===== config.mk =====
export PLATFORM = sky130hd
export DESIGN_NAME = nhtx_top
export DESIGN_NICKNAME = d
export VERILOG_FILES = /design/src/rtl/nhtx_pkg.sv /design/src/rtl/nhtx_sync.sv /design/src/rtl/nhtx_hold_timer.sv /design/src/rtl/nhtx_shifter.sv /design/src/rtl/nhtx_ctrl.sv /design/src/rtl/nhtx_top.sv
export SDC_FILE = /design/constraint.sdc
export NUM_CORES = 1
export LEC_CHECK = 0
export ABC_AREA = 0
export BUFFER_PORTS_ARGS = -buffer_cell sky130_fd_sc_hd__buf_2
export CAP_MARGIN = 20
export CORE_ASPECT_RATIO = 1.2
export CORE_MARGIN = 4
export CORE_UTILIZATION = 56
export CTS_CLUSTER_SIZE = 16
export DETAILED_ROUTE_END_ITERATION = 8
export GPL_TIMING_DRIVEN = 0
export HOLD_SLACK_MARGIN = 0.15
export PLACE_DENSITY = 0.79
export RECOVER_POWER = 50
export SLEW_MARGIN = 20
export SYNTH_ARGS = -nofsm -noshare
export SYNTH_HDL_FRONTEND = slang
export SYNTH_HIERARCHICAL = 1
export SYNTH_SLANG_ARGS = --single-unit
export TNS_END_PERCENT = 50

===== constraint.sdc =====
create_clock -name clk -period 2.45 [get_ports clk]
set_clock_uncertainty 0.1 [all_clocks]
set_input_delay 0.1225 -clock clk [delete_from_list [all_inputs] [get_ports clk]]
set_output_delay 0.1225 -clock clk [all_outputs]
set_load 0.02 [all_outputs]

===== src/rtl/nhtx_pkg.sv =====
package nhtx_pkg;
  // Controller phases: idle, waiting for the wire, holding a bit, closing.
  typedef enum logic [1:0] {
    ST_IDLE = 2'd0,
    ST_WAIT = 2'd1,
    ST_HOLD = 2'd2,
    ST_FIN  = 2'd3
  } nhtx_state_e;
endpackage


===== src/rtl/nhtx_sync.sv =====
module nhtx_sync #(
  parameter int   STAGES  = 2,
  parameter logic RST_VAL = 1'b0
) (
  input  logic clk,
  input  logic rst_n,
  input  logic d,
  output logic q
);
  logic [STAGES-1:0] chain;

  generate
    if (STAGES == 1) begin : g_single
      always_ff @(posedge clk or negedge rst_n) begin
        if (!rst_n) chain <= RST_VAL;
        else        chain <= d;
      end
    end else begin : g_multi
      always_ff @(posedge clk or negedge rst_n) begin
        if (!rst_n) chain <= {STAGES{RST_VAL}};
        else        chain <= {chain[STAGES-2:0], d};
      end
    end
  endgenerate

  assign q = chain[STAGES-1];
endmodule


===== src/rtl/nhtx_hold_timer.sv =====
module nhtx_hold_timer #(
  parameter int TW = 3
) (
  input  logic          clk,
  input  logic          rst_n,
  input  logic          load,
  input  logic [TW-1:0] load_val,
  output logic          expire
);
  logic [TW-1:0] cnt;

  // After a load of L, expire is seen at the (L+1)-th following edge.
  always_ff @(posedge clk or negedge rst_n) begin
    if (!rst_n)         cnt <= '0;
    else if (load)      cnt <= load_val;
    else if (cnt != '0) cnt <= cnt - 1'b1;
  end

  assign expire = (cnt == '0);
endmodule


===== src/rtl/nhtx_shifter.sv =====
module nhtx_shifter #(
  parameter int NIB_W = 4,
  parameter int NIBS  = 2
) (
  input  logic                  clk,
  input  logic                  rst_n,
  input  logic                  load,
  input  logic [NIB_W*NIBS-1:0] din,
  input  logic                  wide,
  input  logic                  shift,
  output logic                  msb,
  output logic                  last_bit
);
  localparam int DW  = NIB_W * NIBS;
  localparam int BCW = $clog2(NIB_W + 1);
  localparam int NCW = $clog2(NIBS + 1);

  logic [DW-1:0]  sh;
  logic [BCW-1:0] bits_left;
  logic [NCW-1:0] nibs_left;

  always_ff @(posedge clk or negedge rst_n) begin
    if (!rst_n) begin
      sh        <= '0;
      bits_left <= '0;
      nibs_left <= '0;
    end else if (load) begin
      // Narrow mode moves the low nibble to the top so the MSB tap is shared.
      sh        <= wide ? din : (din << (DW - NIB_W));
      bits_left <= BCW'(NIB_W);
      nibs_left <= wide ? NCW'(NIBS) : NCW'(1);
    end else if (shift) begin
      sh <= sh << 1;
      if (bits_left == BCW'(1)) begin
        bits_left <= BCW'(NIB_W);
        nibs_left <= nibs_left - 1'b1;
      end else begin
        bits_left <= bits_left - 1'b1;
      end
    end
  end

  assign msb      = sh[DW-1];
  assign last_bit = (bits_left == BCW'(1)) && (nibs_left == NCW'(1));
endmodule


===== src/rtl/nhtx_ctrl.sv =====
module nhtx_ctrl
  import nhtx_pkg::*;
(
  input  logic        clk,
  input  logic        rst_n,
  input  logic        start,
  input  logic        line_hi,
  input  logic        tmr_expire,
  input  logic        last_bit,
  input  logic        bit_val,
  output logic        ld_data,
  output logic        tmr_load,
  output logic        shift_en,
  output logic        line_drv,
  output logic        bit_stb,
  output logic        busy,
  output logic        done,
  output nhtx_state_e st_q
);
  logic go_drive;
  logic go_release;

  assign go_drive   = (st_q == ST_WAIT) && tmr_expire && line_hi;
  assign go_release = (st_q == ST_HOLD) && tmr_expire;
  assign ld_data    = (st_q == ST_IDLE) && start;
  assign shift_en   = go_release;
  // Timer is reloaded on acceptance (blanking), on drive (hold) and on
  // every release that is followed by another bit (blanking).
  assign tmr_load   = ld_data || go_drive || (go_release && !last_bit);

  always_ff @(posedge clk or negedge rst_n) begin
    if (!rst_n) begin
      st_q     <= ST_IDLE;
      line_drv <= 1'b1;
      bit_stb  <= 1'b0;
      busy     <= 1'b0;
      done     <= 1'b0;
    end else begin
      bit_stb <= 1'b0;
      done    <= 1'b0;
      unique case (st_q)
        ST_IDLE: begin
          if (start) begin
            st_q <= ST_WAIT;
            busy <= 1'b1;
          end
        end
        ST_WAIT: begin
          if (go_drive) begin
            line_drv <= bit_val;
            bit_stb  <= 1'b1;
            st_q     <= ST_HOLD;
          end
        end
        ST_HOLD: begin
          if (go_release) begin
            line_drv <= 1'b1;
            bit_stb  <= 1'b1;
            st_q     <= last_bit ? ST_FIN : ST_WAIT;
          end
        end
        ST_FIN: begin
          done <= 1'b1;
          busy <= 1'b0;
          st_q <= ST_IDLE;
        end
        default: st_q <= ST_IDLE;
      endcase
    end
  end
endmodule


===== src/rtl/nhtx_top.sv =====
module nhtx_top
  import nhtx_pkg::*;
#(
  parameter int NIB_W       = 4,
  parameter int NIBS        = 2,
  parameter int HOLD_CYC    = 4,
  parameter int SYNC_STAGES = 2
) (
  input  logic                  clk,
  input  logic                  rst_n,
  input  logic [NIB_W*NIBS-1:0] tx_data,
  input  logic                  tx_start,
  input  logic                  tx_byte,
  input  logic                  line_in,
  output logic                  line_out,
  output logic                  bit_stb,
  output logic                  busy,
  output logic                  done
);
  localparam int MAXV = (HOLD_CYC > SYNC_STAGES) ? HOLD_CYC : SYNC_STAGES;
  localparam int TW   = $clog2(MAXV + 1);

  logic          line_s;
  logic          tmr_expire;
  logic          tmr_load;
  logic [TW-1:0] tmr_val;
  logic          ld_data;
  logic          shift_en;
  logic          msb;
  logic          last_bit;
  nhtx_state_e   st;

  nhtx_sync #(.STAGES(SYNC_STAGES), .RST_VAL(1'b0)) u_sync (
    .clk(clk), .rst_n(rst_n), .d(line_in), .q(line_s)
  );

  // A load in the wait phase starts a bit hold; any other load is blanking.
  assign tmr_val = (st == ST_WAIT) ? TW'(HOLD_CYC - 1) : TW'(SYNC_STAGES);

  nhtx_hold_timer #(.TW(TW)) u_tmr (
    .clk(clk), .rst_n(rst_n), .load(tmr_load), .load_val(tmr_val),
    .expire(tmr_expire)
  );

  nhtx_shifter #(.NIB_W(NIB_W), .NIBS(NIBS)) u_shf (
    .clk(clk), .rst_n(rst_n), .load(ld_data), .din(tx_data),
    .wide(tx_byte), .shift(shift_en), .msb(msb), .last_bit(last_bit)
  );

  nhtx_ctrl u_ctrl (
    .clk(clk), .rst_n(rst_n), .start(tx_start), .line_hi(line_s),
    .tmr_expire(tmr_expire), .last_bit(last_bit), .bit_val(msb),
    .ld_data(ld_data), .tmr_load(tmr_load), .shift_en(shift_en),
    .line_drv(line_out), .bit_stb(bit_stb), .busy(busy), .done(done),
    .st_q(st)
  );
endmodule


==> results of run 1 <==
[state kept, by name (all words and copies together) (netlist names)]
| signal | flops |
|---|---|
| u_sync/chain | 2 |
| u_tmr/cnt | 3 |
| u_shf/bits_left | 3 |
| u_ctrl/st_q | 2 |
| u_shf/sh | 8 |
| u_ctrl/line_drv | 1 |
| u_ctrl/bit_stb | 1 |
| u_ctrl/done | 1 |
| u_ctrl/busy | 1 |
| u_shf/nibs_left | 2 |
[cell families (layout without fill, tap and decap cells)]
group                    after synthesis  count (layout)  synth area share (%)
AND/OR/NAND/NOR                       38              38                  18.4
XOR/XNOR                               1               1                 0.633
flip-flops                            24              24                  43.5
other                                  2               2                 0.543
AO/OA/AOI/OAI                         30              30                  13.7
buffers and inverters                 19              54                  5.88
adder cells (fa/ha/maj)                9               9                  8.14
multiplexers                          12              12                  9.13
[repair_timing]
action                     in CTS  in global routing
gates resized for setup         0                  2
setup endpoints to repair       0                  4
hold endpoints to repair       36                  0
hold buffers                   16                  0
[cells in the mapped netlist, types with 2 or more instances]
library cell,instances
sky130_fd_sc_hd__nor2b_1,5
sky130_fd_sc_hd__mux2i_1,10
sky130_fd_sc_hd__conb_1,2
sky130_fd_sc_hd__nand2_1,2
sky130_fd_sc_hd__clkbuf_1,2
sky130_fd_sc_hd__and2b_1,2
sky130_fd_sc_hd__inv_1,14
sky130_fd_sc_hd__dfrtp_1,23
sky130_fd_sc_hd__nand2b_1,11
sky130_fd_sc_hd__nand3_1,7
sky130_fd_sc_hd__ha_1,9
sky130_fd_sc_hd__a21oi_1,10
sky130_fd_sc_hd__o21ai_0,6
sky130_fd_sc_hd__a211oi_1,5
sky130_fd_sc_hd__nor4b_1,2
[routing by layer]
metal | global-route usage [%] | vias to the layer above
li1 | - | 541
met1 | 22.3 | 515
met2 | 31.6 | 28
met3 | 3.10 | 10
met4 | 8.95 | 0
met5 | 0 | -
[stage by stage]
step                      std cells  hold WS (ns)  worst slack, ns  instance area [sq um]
after floorplan                 135        -0.273            0.492                   1380
after global placement          181        0.0277            0.370                   1500
after detailed placement        181        0.0281            0.328                   1500
after CTS                       201         0.212           0.0478                   1690
after global routing            201         0.275           0.0307                   1690
final                           201         0.283            0.102                   1690
[worst paths after layout]
check	slack, ns	end	from
worst max-delay path	0.10	u_shf/sh[0]	u_ctrl/st_q[1]
min in group asynchronous	0.47	u_shf/sh[6]	rst_n
worst min-delay path	0.28	u_sync/chain[1]	u_sync/chain[0]
worst min register to register	0.28	u_sync/chain[1]	u_sync/chain[0]
max in group asynchronous	1.07	u_sync/chain[0]	rst_n
worst max register to register	0.10	u_shf/sh[0]	u_ctrl/st_q[1]
[cell type report]
class,count,area [sq um],area share (%)
timing repair buffer,31,234,13.8
sequential,24,602,35.5
inverter,14,52.6,3.10
multi-input combinational,92,701,41.4
tap,31,38.8,2.29
buffer,5,30.0,1.77
clock buffer,4,36.3,2.14
[power groups by stage]
stage	Sequential (uW)	Combinational [uW]	Clock, uW
6_report	684	813	203
3_5_place_dp	693	774	0
2_1_floorplan	691	585	0
3_3_place_gp	682	733	0
5_1_grt	708	910	224
4_1_cts	683	804	211
[critical path: stages (launching register included)]
cell and delay [ns]:
sky130_fd_sc_hd__dfrtp_1 0.48, sky130_fd_sc_hd__inv_1 0.11, sky130_fd_sc_hd__ha_1 0.24, sky130_fd_sc_hd__and2_1 0.24
sky130_fd_sc_hd__clkbuf_2 0.26, sky130_fd_sc_hd__nand3_1 0.11, sky130_fd_sc_hd__dlygate4sd3_1 0.59, sky130_fd_sc_hd__o21ai_0 0.11
==> flow_results.org, run 1 <==
** Routing
- Vias after detailed routing :: 1094
- Met1 wire length :: 1150 um
- Post-DR wirelength/cell :: 14.0 um
- Post-DRT Antenna Nets :: 0
- Wires add up to 2810 um.
- First DRT Iteration DRCs :: 34
- Per-cell via count in the routed design :: 5.44
- Routed wire length on met2 :: 1470 um
- Total iterations of the first detailed-routing run :: 4
- Highest metal used :: met4
- Met3 layer wire length in the routed design :: 100 um
- After detailed routing, the number of remaining DRC violations is 0.

** Worst setup path
- Type of origin of the critical path :: flip-flop
- Largest driver fanout on the critical path :: 10
- By startpoint and endpoint, the worst setup path is classified as flip-flop to flip-flop.
- STA classifies the critical path endpoint as a flip-flop.
- Crit path arrival time :: 2.46 ns
- STA puts the critical path data required time at 2.57 ns.
- Measured in cells, the most critical reg-to-reg path has a length of 7.

** Yosys
- Post-synth EDFFs :: 0
- Number of warnings issued by yosys :: 6
- Ranking of synthesized cells by area :: sky130_fd_sc_hd__dfrtp_1 (42%), sky130_fd_sc_hd__ha_1 (8.1%), sky130_fd_sc_hd__mux2i_1 (7.2%)
- Fraction of synthesis flops using an asynchronous set or reset pin :: 100%
- The synthesized design devotes to its leading area cell type 41.6% of total area.
- Of the synthesized area, sequential elements account for 43.5%.
- Among all flip-flop cells after synthesis, the most frequent one is sky130_fd_sc_hd__dfrtp_1.
- Summing every instance area after synthesis gives 1380 sq um.
- After synthesis the netlist holds a flip-flop and latch count of 24.
- Cell variety after synth :: 40
- Synthesis produced a netlist whose cell count is 135.
- Synthesis produced a netlist with a net count of 157.
- Each instance of the synthesized netlist takes up on average 10.3 sq um.
- The largest total area in the synthesized netlist belongs to sky130_fd_sc_hd__dfrtp_1.

** Finish
- Antenna diode instance count :: 0
- Share of post-route cells with drive strength above 1 :: 17.6%
- Cells fill 72.7% of the core in the end.
- Leaving out fill and tap cells, the most frequent cell in the layout is sky130_fd_sc_hd__dfrtp_1.
- Final Net Count :: 193
- Area added between synthesis and finish :: 22.4%
- Leaving out fill and tap cells, the most frequent cells in the layout are sky130_fd_sc_hd__dfrtp_1 (23), sky130_fd_sc_hd__dlygate4sd3_1 (16), sky130_fd_sc_hd__buf_2 (15), sky130_fd_sc_hd__inv_1 (14), sky130_fd_sc_hd__nand2b_1 (11).
- The layout has 190 filler cells.

** GRT
- Maximum number of pins on one net before global-route repair :: 25
- The via count of the first global-routing pass came to 1120.
- Overall track demand over capacity in global routing :: 18.8%
- Initial antenna violation count :: 0
- For this run the aggregate overflow at the end of global routing stands at 0.
- Global-route wire length before repair :: 4680 um

** Power and ir drop
- Standby leakage power :: 0.000783 uW
- The analysis attributes to net switching a power of 658 uW.
- Internal power :: 1040 uW
- Part of the power in the clock network :: 11.9%
- Combinational cells account for 47.8% of the total power.
- Net switching is 38.7% of the power.
- IR analysis of the VDD net gives a maximum drop of 714 uV.
- Registers are responsible for 40.2% of the overall power.
- Overall power consumption after layout is estimated at 1700 uW.
- PD cells :: 1000 nW/um^2

** Die
- CORE AREA :: 2330 sq um
- Core Rows :: 19
- Area of the die :: 3330 sq um
- The die is 53.4 um wide.
- Starting Density :: 59.4%
- Total I/O pin count :: 17
- Height of the chip :: 62.5 um

** Clock network
- After clock tree synthesis, the clock-pin slew on the worst setup and hold paths is 0.13 ns.
- Clock tree root driver cell :: sky130_fd_sc_hd__clkbuf_4
- TritonCTS built the clock tree.
- The tree built by TritonCTS fans out to 24 sinks.
- Counting along the longest clock path gives a buffer depth of 2.
- Buffers inserted during clock tree synthesis total 3.
- Number of levels the H-tree was split into :: 1
- The clock reaches the later pin of the worst-skew pair after 0.31 ns.
- The number of setup buffers added after CTS is 0.

** Placement
- Routability cong. :: 0.877
- Number of buffers inserted by port buffering :: 15
- The wire-length estimate of the detail-placed layout is 1920 um.

** STA
- Summed over all failing endpoints, the final setup total negative slack is 0 ns.
- For this run, the top clock speed supported by timing is 0.426 GHz.
- Setup repair after global routing left no endpoint under its margin.
- For the pin with the worst max-slew slack, the measured transition is 1.21 ns.
- Count of endpoints failing hold in the final timing report :: 0
- Final Critical Period :: 2.35 ns
- Setup violations remaining at the end of the flow were counted as 0.
- Measured against its own limit, the worst slew margin works out to 19.2%.
- Final slew viol count :: 0
- After layout, the worst path uses 95.8% of the clock period.

** Job
- The tool flagged a number of max-cap violations equal to 0.

** Hold path
- The path class of the tightest hold or removal check is flip-flop to flip-flop.
- The worst hold path passes through 0 cells.

** Status
- Result of the run :: complete, no violations
Power figures use the tool's default switching activity.
==> inputs of run 2 (changes only) <==
==> constraint.sdc (replaced) <==
create_clock -name clk -period 2.6 [get_ports clk]
set_clock_uncertainty 0.1 [all_clocks]
set_input_delay 0.13 -clock clk [delete_from_list [all_inputs] [get_ports clk]]
set_output_delay 0.13 -clock clk [all_outputs]
set_load 0.02 [all_outputs]
==> run 2 against run 1 <==
Effect of this change:
- routed wire length down 1.5%
- register-to-register slack better by 0.04 ns
- sequential share of layout area up 0.24 points
- clock power down 6%
- largest power group unchanged
- die area unchanged
- largest cell class unchanged
- clock-buffer cell count unchanged
- utilization down 0.48 points
- hold slack worse by 0.016 ns
- via count up 0.46%
==> flow_results.org, run 2 (synthesis results as in run 1) <==
** Worst setup path
- Ordered list of cells on the worst path :: inv_1 -> ha_1 -> and2_1 -> clkbuf_1 -> nand3_1 -> dlygate4sd3_1 -> o21ai_0
- In this design, the largest share of critical-path delay is due to buffers and inverters.
- Logic depth of the worst setup path including buffers :: 7
- In this design, the stage delay of the slowest critical-path cell is 0.59 ns.
- STA classifies the critical path endpoint as a flip-flop.
- At the worst endpoint, the arrival time is 2.59 ns.
- The endpoint identified for the worst register-to-register timing path is u_shf/sh[2].
- Largest driver fanout on the critical path :: 10
- The critical path is of the flip-flop to flip-flop type.
- Origin of the critical flop-to-flop path :: u_ctrl/st_q[1]
- For the worst flop-to-flop path, the logic depth is 7.
- Endpoint of the most critical setup path :: u_shf/sh[2]
- The worst setup path is launched from a flip-flop.
- Number of buffers and inverters on the critical path :: 3
- The critical path starts at u_ctrl/st_q[1].
- Max stage delay cell, worst path :: sky130_fd_sc_hd__dlygate4sd3_1
- Register-to-register path setup slack :: 0.14 ns
- Data required time at the worst endpoint :: 2.73 ns

** Finish
- Largest register by flop count :: u_shf/sh
- The largest registers in the layout are u_shf/sh: 8 flops, u_shf/bits_left: 3 flops, u_tmr/cnt: 3 flops.
- The filler cells instantiated in the layout total 192.
- From synthesis to final layout, the design area changed by 21.6%.
- Area of all placed cells without fillers :: 1680 sq um
- Util after Layout :: 72.2%
- The post-route netlist has 17.2% of its cells at a drive strength greater than 1.
- Max FFs per register :: 8
- Leaving out fill and tap cells, the most frequent cell in the layout is sky130_fd_sc_hd__dfrtp_1.
- Final Net Count :: 192
- The library cells used most frequently in the layout, excluding fill and tap cells, are sky130_fd_sc_hd__dfrtp_1 (23), sky130_fd_sc_hd__dlygate4sd3_1 (15), sky130_fd_sc_hd__buf_2 (15), sky130_fd_sc_hd__inv_1 (14), sky130_fd_sc_hd__nand2b_1 (11).
- Antenna diode instance count :: 0

** Clock network
- In this run the deepest clock path goes through 2 buffers.
- Clock tree synthesis found a total of 24 sinks.
- Clock tree root driver cell :: sky130_fd_sc_hd__clkbuf_4
- The later pin in the worst-skew pair is clocked with a latency of 0.31 ns.
- Num CTS Buffers :: 3
- TritonCTS built the clock tree.
- Clock edge transition at the registers on the reported setup and hold paths :: 0.13 ns
- Number of levels the H-tree was split into :: 1
- # resized after CTS :: 0

** Routing
- In this run the top signal layer used is met4.
- In the routed design, unresolved DRC markers number 0.
- First DRT Iteration DRCs :: 39
- The final layout contains routed wiring with a total length of 2770 um.
- Per-cell via count in the routed design :: 5.50
- Met1 wire length :: 1150 um
- Routed wire length on met2 :: 1450 um
- Detailed routing placed a total of 93 um of wire on met3.
- The detailed router placed 1099 vias in this run.
- Dividing the detail-routed wire length by the instance count gives 13.9 um.
- Total iterations of the first detailed-routing run :: 6
- Post-DRT Antenna Nets :: 0

** GRT
- Entering global routing, the biggest net connects 25 pins.
- In the global route stage, overall resource usage came out at 18.6%.
- The via count of the first global-routing pass was 1113.
- Global-route wire length before repair :: 4660 um
- Initial antenna violation count :: 0
- For this run the aggregate overflow at the end of global routing stands at 0.

** Placement
- In this run the tool buffered the top-level ports with 15 buffer cells.
- Post-Place Cell Area :: 1500 sq um
- Once detailed placement completed, the half-perimeter wirelength came to 1920 um.
- Routability cong. :: 0.877
- Pre-CTS worst setup slack :: 0.478 ns

** Power and ir drop
- Reg power frac :: 40.3%
- For this design the total switching power over the nets is 619 uW.
- Power consumption :: 1600 uW
- Across the VDD grid, the largest voltage drop is 668 uV.
- Part of the power in the clock network :: 11.9%
- Summed over all cells, the static leakage comes to 0.000778 uW.
- Switch share :: 38.7%
- PD cells :: 950 nW/um^2
- Of the total power, combinational logic draws 47.8%.
- Internal power :: 979 uW

** STA
- Setup slack on the critical path of the routed design comes to 0.144 ns.
- The worst pin sits at a relative slew slack of 18.1%.
- Setup violations remaining at the end of the flow were counted as 0.
- Final Critical Period :: 2.46 ns
- Highest clock rate :: 0.407 GHz
- For the pin with the worst max-slew slack, the measured transition is 1.23 ns.
- Crit share post-route :: 94.5%
- The number of pins with negative max-slew slack in the final report is 0.
- Setup repair after global routing left no endpoint under its margin.
- Total Negative Setup Slacks :: 0 ns
- Count of endpoints failing hold in the final timing report :: 0

** Die
- For this design the top-level I/O count stands at 17.
- Core Rows :: 19
- Die span in x :: 53.4 um
- The floorplan step set the die height to 62.5 um.
- The die covers 3330 sq um.
- CORE AREA :: 2330 sq um
- For this configuration, the core starts out at a cell density of 59.4%.

** Hold path
- The worst hold path belongs to the class flip-flop to flip-flop.

** Status
- Result of the run :: complete, no violations

** Job
- The tool flagged a number of max-cap violations equal to 0.
## run 2: cell types whose count changed in the layout (fill, tap and decap cells not counted), sizes merged
| cell | change |
|---|---|
| dlygate4sd3 | -1 |
## run 2: how the worst min path moves through the flow
stage / slack, ns / depth (start not counted) / from / end
after floorplan: -0.27 / 0 / rst_n / u_ctrl/bit_stb
after global placement: 0.04 / 1 / rst_n / u_shf/nibs_left[0]
after detailed placement: 0.04 / 1 / rst_n / u_shf/nibs_left[0]
after CTS: 0.22 / 2 / rst_n / u_shf/nibs_left[0]
after global routing: 0.28 / 0 / u_sync/chain[0] / u_sync/chain[1]
final: 0.27 / 0 / u_sync/chain[0] / u_sync/chain[1]
## run 2: per-stage QoR
step | hold WS [ns] | instances
floorplan | -0.266 | 135
global placement | 0.0352 | 181
detailed placement | 0.0356 | 181
CTS | 0.219 | 200
global route | 0.275 | 200
finish | 0.268 | 200
## run 2: metal layers
metal,track usage [%],vias to the layer above
li1,-,539
met3,3.10,8
met2,31.7,26
met5,0,-
met4,8.63,0
met1,21.7,526
## run 2: power by group through the flow
stage                     clock network, uW  registers [uW]  logic, uW
final                                   191             644        763
after global placement                    0             643        691
after detailed placement                  0             653        729
after global routing                    211             667        852
after CTS                               199             644        755
after floorplan                           0             651        552
## run 2: what timing repair did
item | CTS | global route
hold buffers | 15 | 0
setup buffers | 0 | 0
endpoints found under the hold margin | 36 | 0
## run 2: layout make-up
cell class                      instances  area [sq um]  area share [%]
Clock buffer                            4          36.3            2.16
Inverter                               14          52.6            3.12
Buffer                                  5          28.8            1.71
Timing Repair Buffer                   30           224            13.3
Tap cell                               31          38.8            2.30
Multi-Input combinational cell         92           701            41.6
Sequential cell                        24           602            35.8
==> inputs of run 3 (changes only) <==
--- a/config.mk
+++ b/config.mk
@@ -8,7 +8,7 @@
 export ABC_AREA = 0
 export BUFFER_PORTS_ARGS = -buffer_cell sky130_fd_sc_hd__buf_2
 export CAP_MARGIN = 20
-export CORE_ASPECT_RATIO = 1.2
+export CORE_ASPECT_RATIO = 1.4
 export CORE_MARGIN = 4
 export CORE_UTILIZATION = 56
 export CTS_CLUSTER_SIZE = 16
==> run 3 against run 2 <==
Effect of this change:
- final area up 1.9%
- setup slack better by 0.14 ns
- critical path type unchanged
- global-route usage up 2.3 points
- power up 5.8%
- sequential power up 2%
- highest routed layer unchanged
- die area up 0.23%
- final cell count up 2.0%
- first-iteration DRC count down 28%
- via count up 2.0%
- routed wire length up 8.3%
- flip-flop and latch count unchanged
==> flow_results.org, run 3 (synthesis results as in run 1) <==
** Status
- The flow ran to the end, and the final reports show no timing, DRC or antenna violations.

** STA
- Highest clock rate :: 0.432 GHz
- Count of endpoints failing hold in the final timing report :: 0
- Setup slack of the critical path after layout :: 0.286 ns
- Final slew viol count :: 0
- At the pin with the least slew margin, the transition time is 1.29 ns.
- Total Negative Setup Slacks :: 0 ns
- Final Critical Period :: 2.31 ns
- Setup violations remaining at the end of the flow were counted as 0.
- Crit share post-route :: 89.0%
- In this run the tightest slew margin relative to its limit is 14.0%.
- RSZ-0062 raised after global routing :: false

** Power and ir drop
- Internal power :: 1050 uW
- Combinational power share :: 45.5%
- In this run the static leakage power is 0.000793 uW.
- Part of the power in the clock network :: 15.8%
- Max VDD drop :: 576 uV
- Switch share :: 37.8%
- Reg power frac :: 38.7%
- PD cells :: 986 nW/um^2
- Total net switching power :: 638 uW

** Finish
- Counting flops per register, the top entry is u_shf/sh.
- Storage cell area :: 602 sq um
- At the end of the flow, the number of nets in the layout was 193.
- Leaving out fill and tap cells, the most frequent cell in the layout is sky130_fd_sc_hd__dfrtp_1.
- Area of all placed cells without fillers :: 1710 sq um
- Regs by FF count :: u_shf/sh: 8 flops, u_shf/bits_left: 3 flops, u_tmr/cnt: 3 flops
- Summing all multi-input logic gate instances after layout gives 701 sq um.
- Cells with a size suffix above 1 make up 17.6% of the layout.
- Cells fill 71.7% of the core in the end.
- Max FFs per register :: 8
- 0 antenna diodes ended up in the layout.
- In the layout the commonest cells are sky130_fd_sc_hd__dfrtp_1 (23), sky130_fd_sc_hd__dlygate4sd3_1 (16), sky130_fd_sc_hd__buf_2 (15), sky130_fd_sc_hd__inv_1 (14), sky130_fd_sc_hd__nand2b_1 (11).
- Area added between synthesis and finish :: 23.9%
- The layout has 182 filler cells.

** Clock network
- Clock latency on the worst-skew pair, taken at its later pin, is 0.31 ns.
- Once the clock tree was built, the setup fixing pass inserted 0 buffers.
- CTS placed an instance of sky130_fd_sc_hd__clkbuf_4 at the clock tree root.
- Clock tree from TritonCTS :: done
- In this run the number of H-tree levels came out at 1.
- Num CTS Buffers :: 3
- CTS sink cnt :: 24
- The longest clock path from root to sink contains 2 buffers.
- After clock tree synthesis, the clock-pin slew on the worst setup and hold paths is 0.13 ns.

** Worst setup path
- The critical path contains buffers and inverters numbering 3 combined.
- The kind of cell with the highest combined delay along the critical path is buffers and inverters.
- Reg-to-reg critical path endpoint :: u_shf/sh[2]
- The largest single stage delay on the critical path is 0.58 ns.
- Worst R2R Path Depth :: 7
- Walking the worst path, the cells encountered are inv_1 -> ha_1 -> and2_1 -> clkbuf_2 -> nand3_1 -> dlygate4sd3_1 -> o21ai_0.
- Of all nets on the critical path, the largest fanout is 10.
- Data required time at the worst endpoint :: 2.73 ns
- Crit path arrival time :: 2.44 ns
- The worst setup path is launched from a flip-flop.
- The slowest stage of the critical path belongs to the cell sky130_fd_sc_hd__dlygate4sd3_1.
- By startpoint and endpoint, the worst setup path is classified as flip-flop to flip-flop.
- STA classifies the critical path endpoint as a flip-flop.
- Origin of the critical flop-to-flop path :: u_ctrl/st_q[1]
- Register-to-register path setup slack :: 0.29 ns

** Die
- The floorplan has 21 rows.
- Area of the die :: 3340 sq um
- Height of the chip :: 66.8 um
- Starting Density :: 57.9%
- In this run the horizontal extent of the chip is 50.0 um.
- The region available for standard cell placement spans 2390 sq um.
- Total I/O pin count :: 17

** Job
- Max-cap violation count :: 0

** Hold path
- Cell depth of the worst min-delay path :: 0
- The worst hold path terminates at u_sync/chain[1].
- In this run the most critical hold path is launched from u_sync/chain[0].
- Hold Path Class :: flip-flop to flip-flop

** GRT
- Entering global routing, the biggest net connects 25 pins.
- For this run the aggregate overflow at the end of global routing stands at 0.
- Global-route wire length before repair :: 5220 um
- Initial antenna violation count :: 0
- Global routing used 20.8% of the available tracks.
- Via count of the first global-routing pass :: 1210

** Routing
- Post-DRT Antenna Nets :: 0
- After detailed routing, the number of remaining DRC violations is 0.
- In the final routed layout, each cell accounts on average for 14.7 um.
- Vias after detailed routing :: 1121
- After detailed routing, the number of vias per cell comes to 5.50.
- The routed design has 3000 um of wire.
- The first detailed-routing pass ran for 4 iterations.
- The detailed router finished its first iteration with 28 violations.

** Placement
- Once detailed placement completed, the half-perimeter wirelength came to 1990 um.
- The congestion estimate from routability-driven global placement came to 0.907.
- In this run the tool buffered the top-level ports with 15 buffer cells.
- Pre-CTS worst setup slack :: 0.450 ns
- Once placement finished, the instance area stood at 1500 sq um.
## run 3: changes by cell type in the layout (fill, tap and decap cells not counted)
cell	previous run	this run
sky130_fd_sc_hd__clkbuf_1	3	2
sky130_fd_sc_hd__dlygate4sd3_1	15	16
sky130_fd_sc_hd__clkbuf_8	1	0
sky130_fd_sc_hd__bufinv_16	0	1
sky130_fd_sc_hd__clkbuf_2	1	2
## run 3: power groups by stage
stage | Combinational [uW] | Clock [uW] | Sequential [uW]
after CTS | 763 | 276 | 650
after global placement | 687 | 0 | 643
final | 770 | 266 | 655
after floorplan | 552 | 0 | 651
after detailed placement | 733 | 0 | 658
after global routing | 858 | 294 | 677
## run 3: cell type report
| type | count | area share [%] |
|---|---|---|
| clock buffer | 3 | 1.31 |
| sequential | 24 | 35.1 |
| buffer | 5 | 1.75 |
| clock inverter | 1 | 1.75 |
| multi-input combinational | 92 | 40.9 |
| timing repair buffer | 31 | 13.6 |
| inverter | 14 | 3.07 |
| tap | 34 | 2.48 |
## run 3: through the flow
step | cells | total power (uW) | hold slack, ns
3_5_place_dp | 184 | 1390 | 0.0439
4_1_cts | 204 | 1690 | 0.219
6_report | 204 | 1690 | 0.279
5_1_grt | 204 | 1830 | 0.289
3_3_place_gp | 184 | 1330 | 0.0396
2_1_floorplan | 135 | 1200 | -0.266
## run 3: timing repair
item,in CTS,in global routing
resized for setup,0,2
endpoints found under the setup margin,0,1
hold buffers,16,0
hold endpoints to repair,38,0
## run 3: worst max path at each step
stage	cells after the start	slack (ns)	end	startpoint
4_1_cts	7	0.20	u_shf/sh[2]	u_ctrl/st_q[1]
3_3_place_gp	9	0.52	u_shf/nibs_left[1]	u_tmr/cnt[0]
2_1_floorplan	9	0.64	u_shf/nibs_left[1]	u_tmr/cnt[0]
6_report	7	0.29	u_shf/sh[2]	u_ctrl/st_q[1]
3_5_place_dp	9	0.45	u_shf/nibs_left[1]	u_tmr/cnt[0]
5_1_grt	7	0.15	u_shf/sh[2]	u_ctrl/st_q[1]
## run 3: per-layer routing
layer	global-route usage, %	routed length, um	vias up
met1	20.3	1100	535
met4	12.1	121	0
met5	0	0	-
met2	39.5	1680	35
li1	-	-	537
met3	4.25	110	14
## run 3: worst reg2reg max path: stages (launching register included)
cell and delay, ns:
sky130_fd_sc_hd__dfrtp_1 0.49, sky130_fd_sc_hd__inv_1 0.11, sky130_fd_sc_hd__ha_1 0.24, sky130_fd_sc_hd__and2_1 0.22, sky130_fd_sc_hd__clkbuf_2 0.26, sky130_fd_sc_hd__nand3_1 0.12
sky130_fd_sc_hd__dlygate4sd3_1 0.58, sky130_fd_sc_hd__o21ai_0 0.10
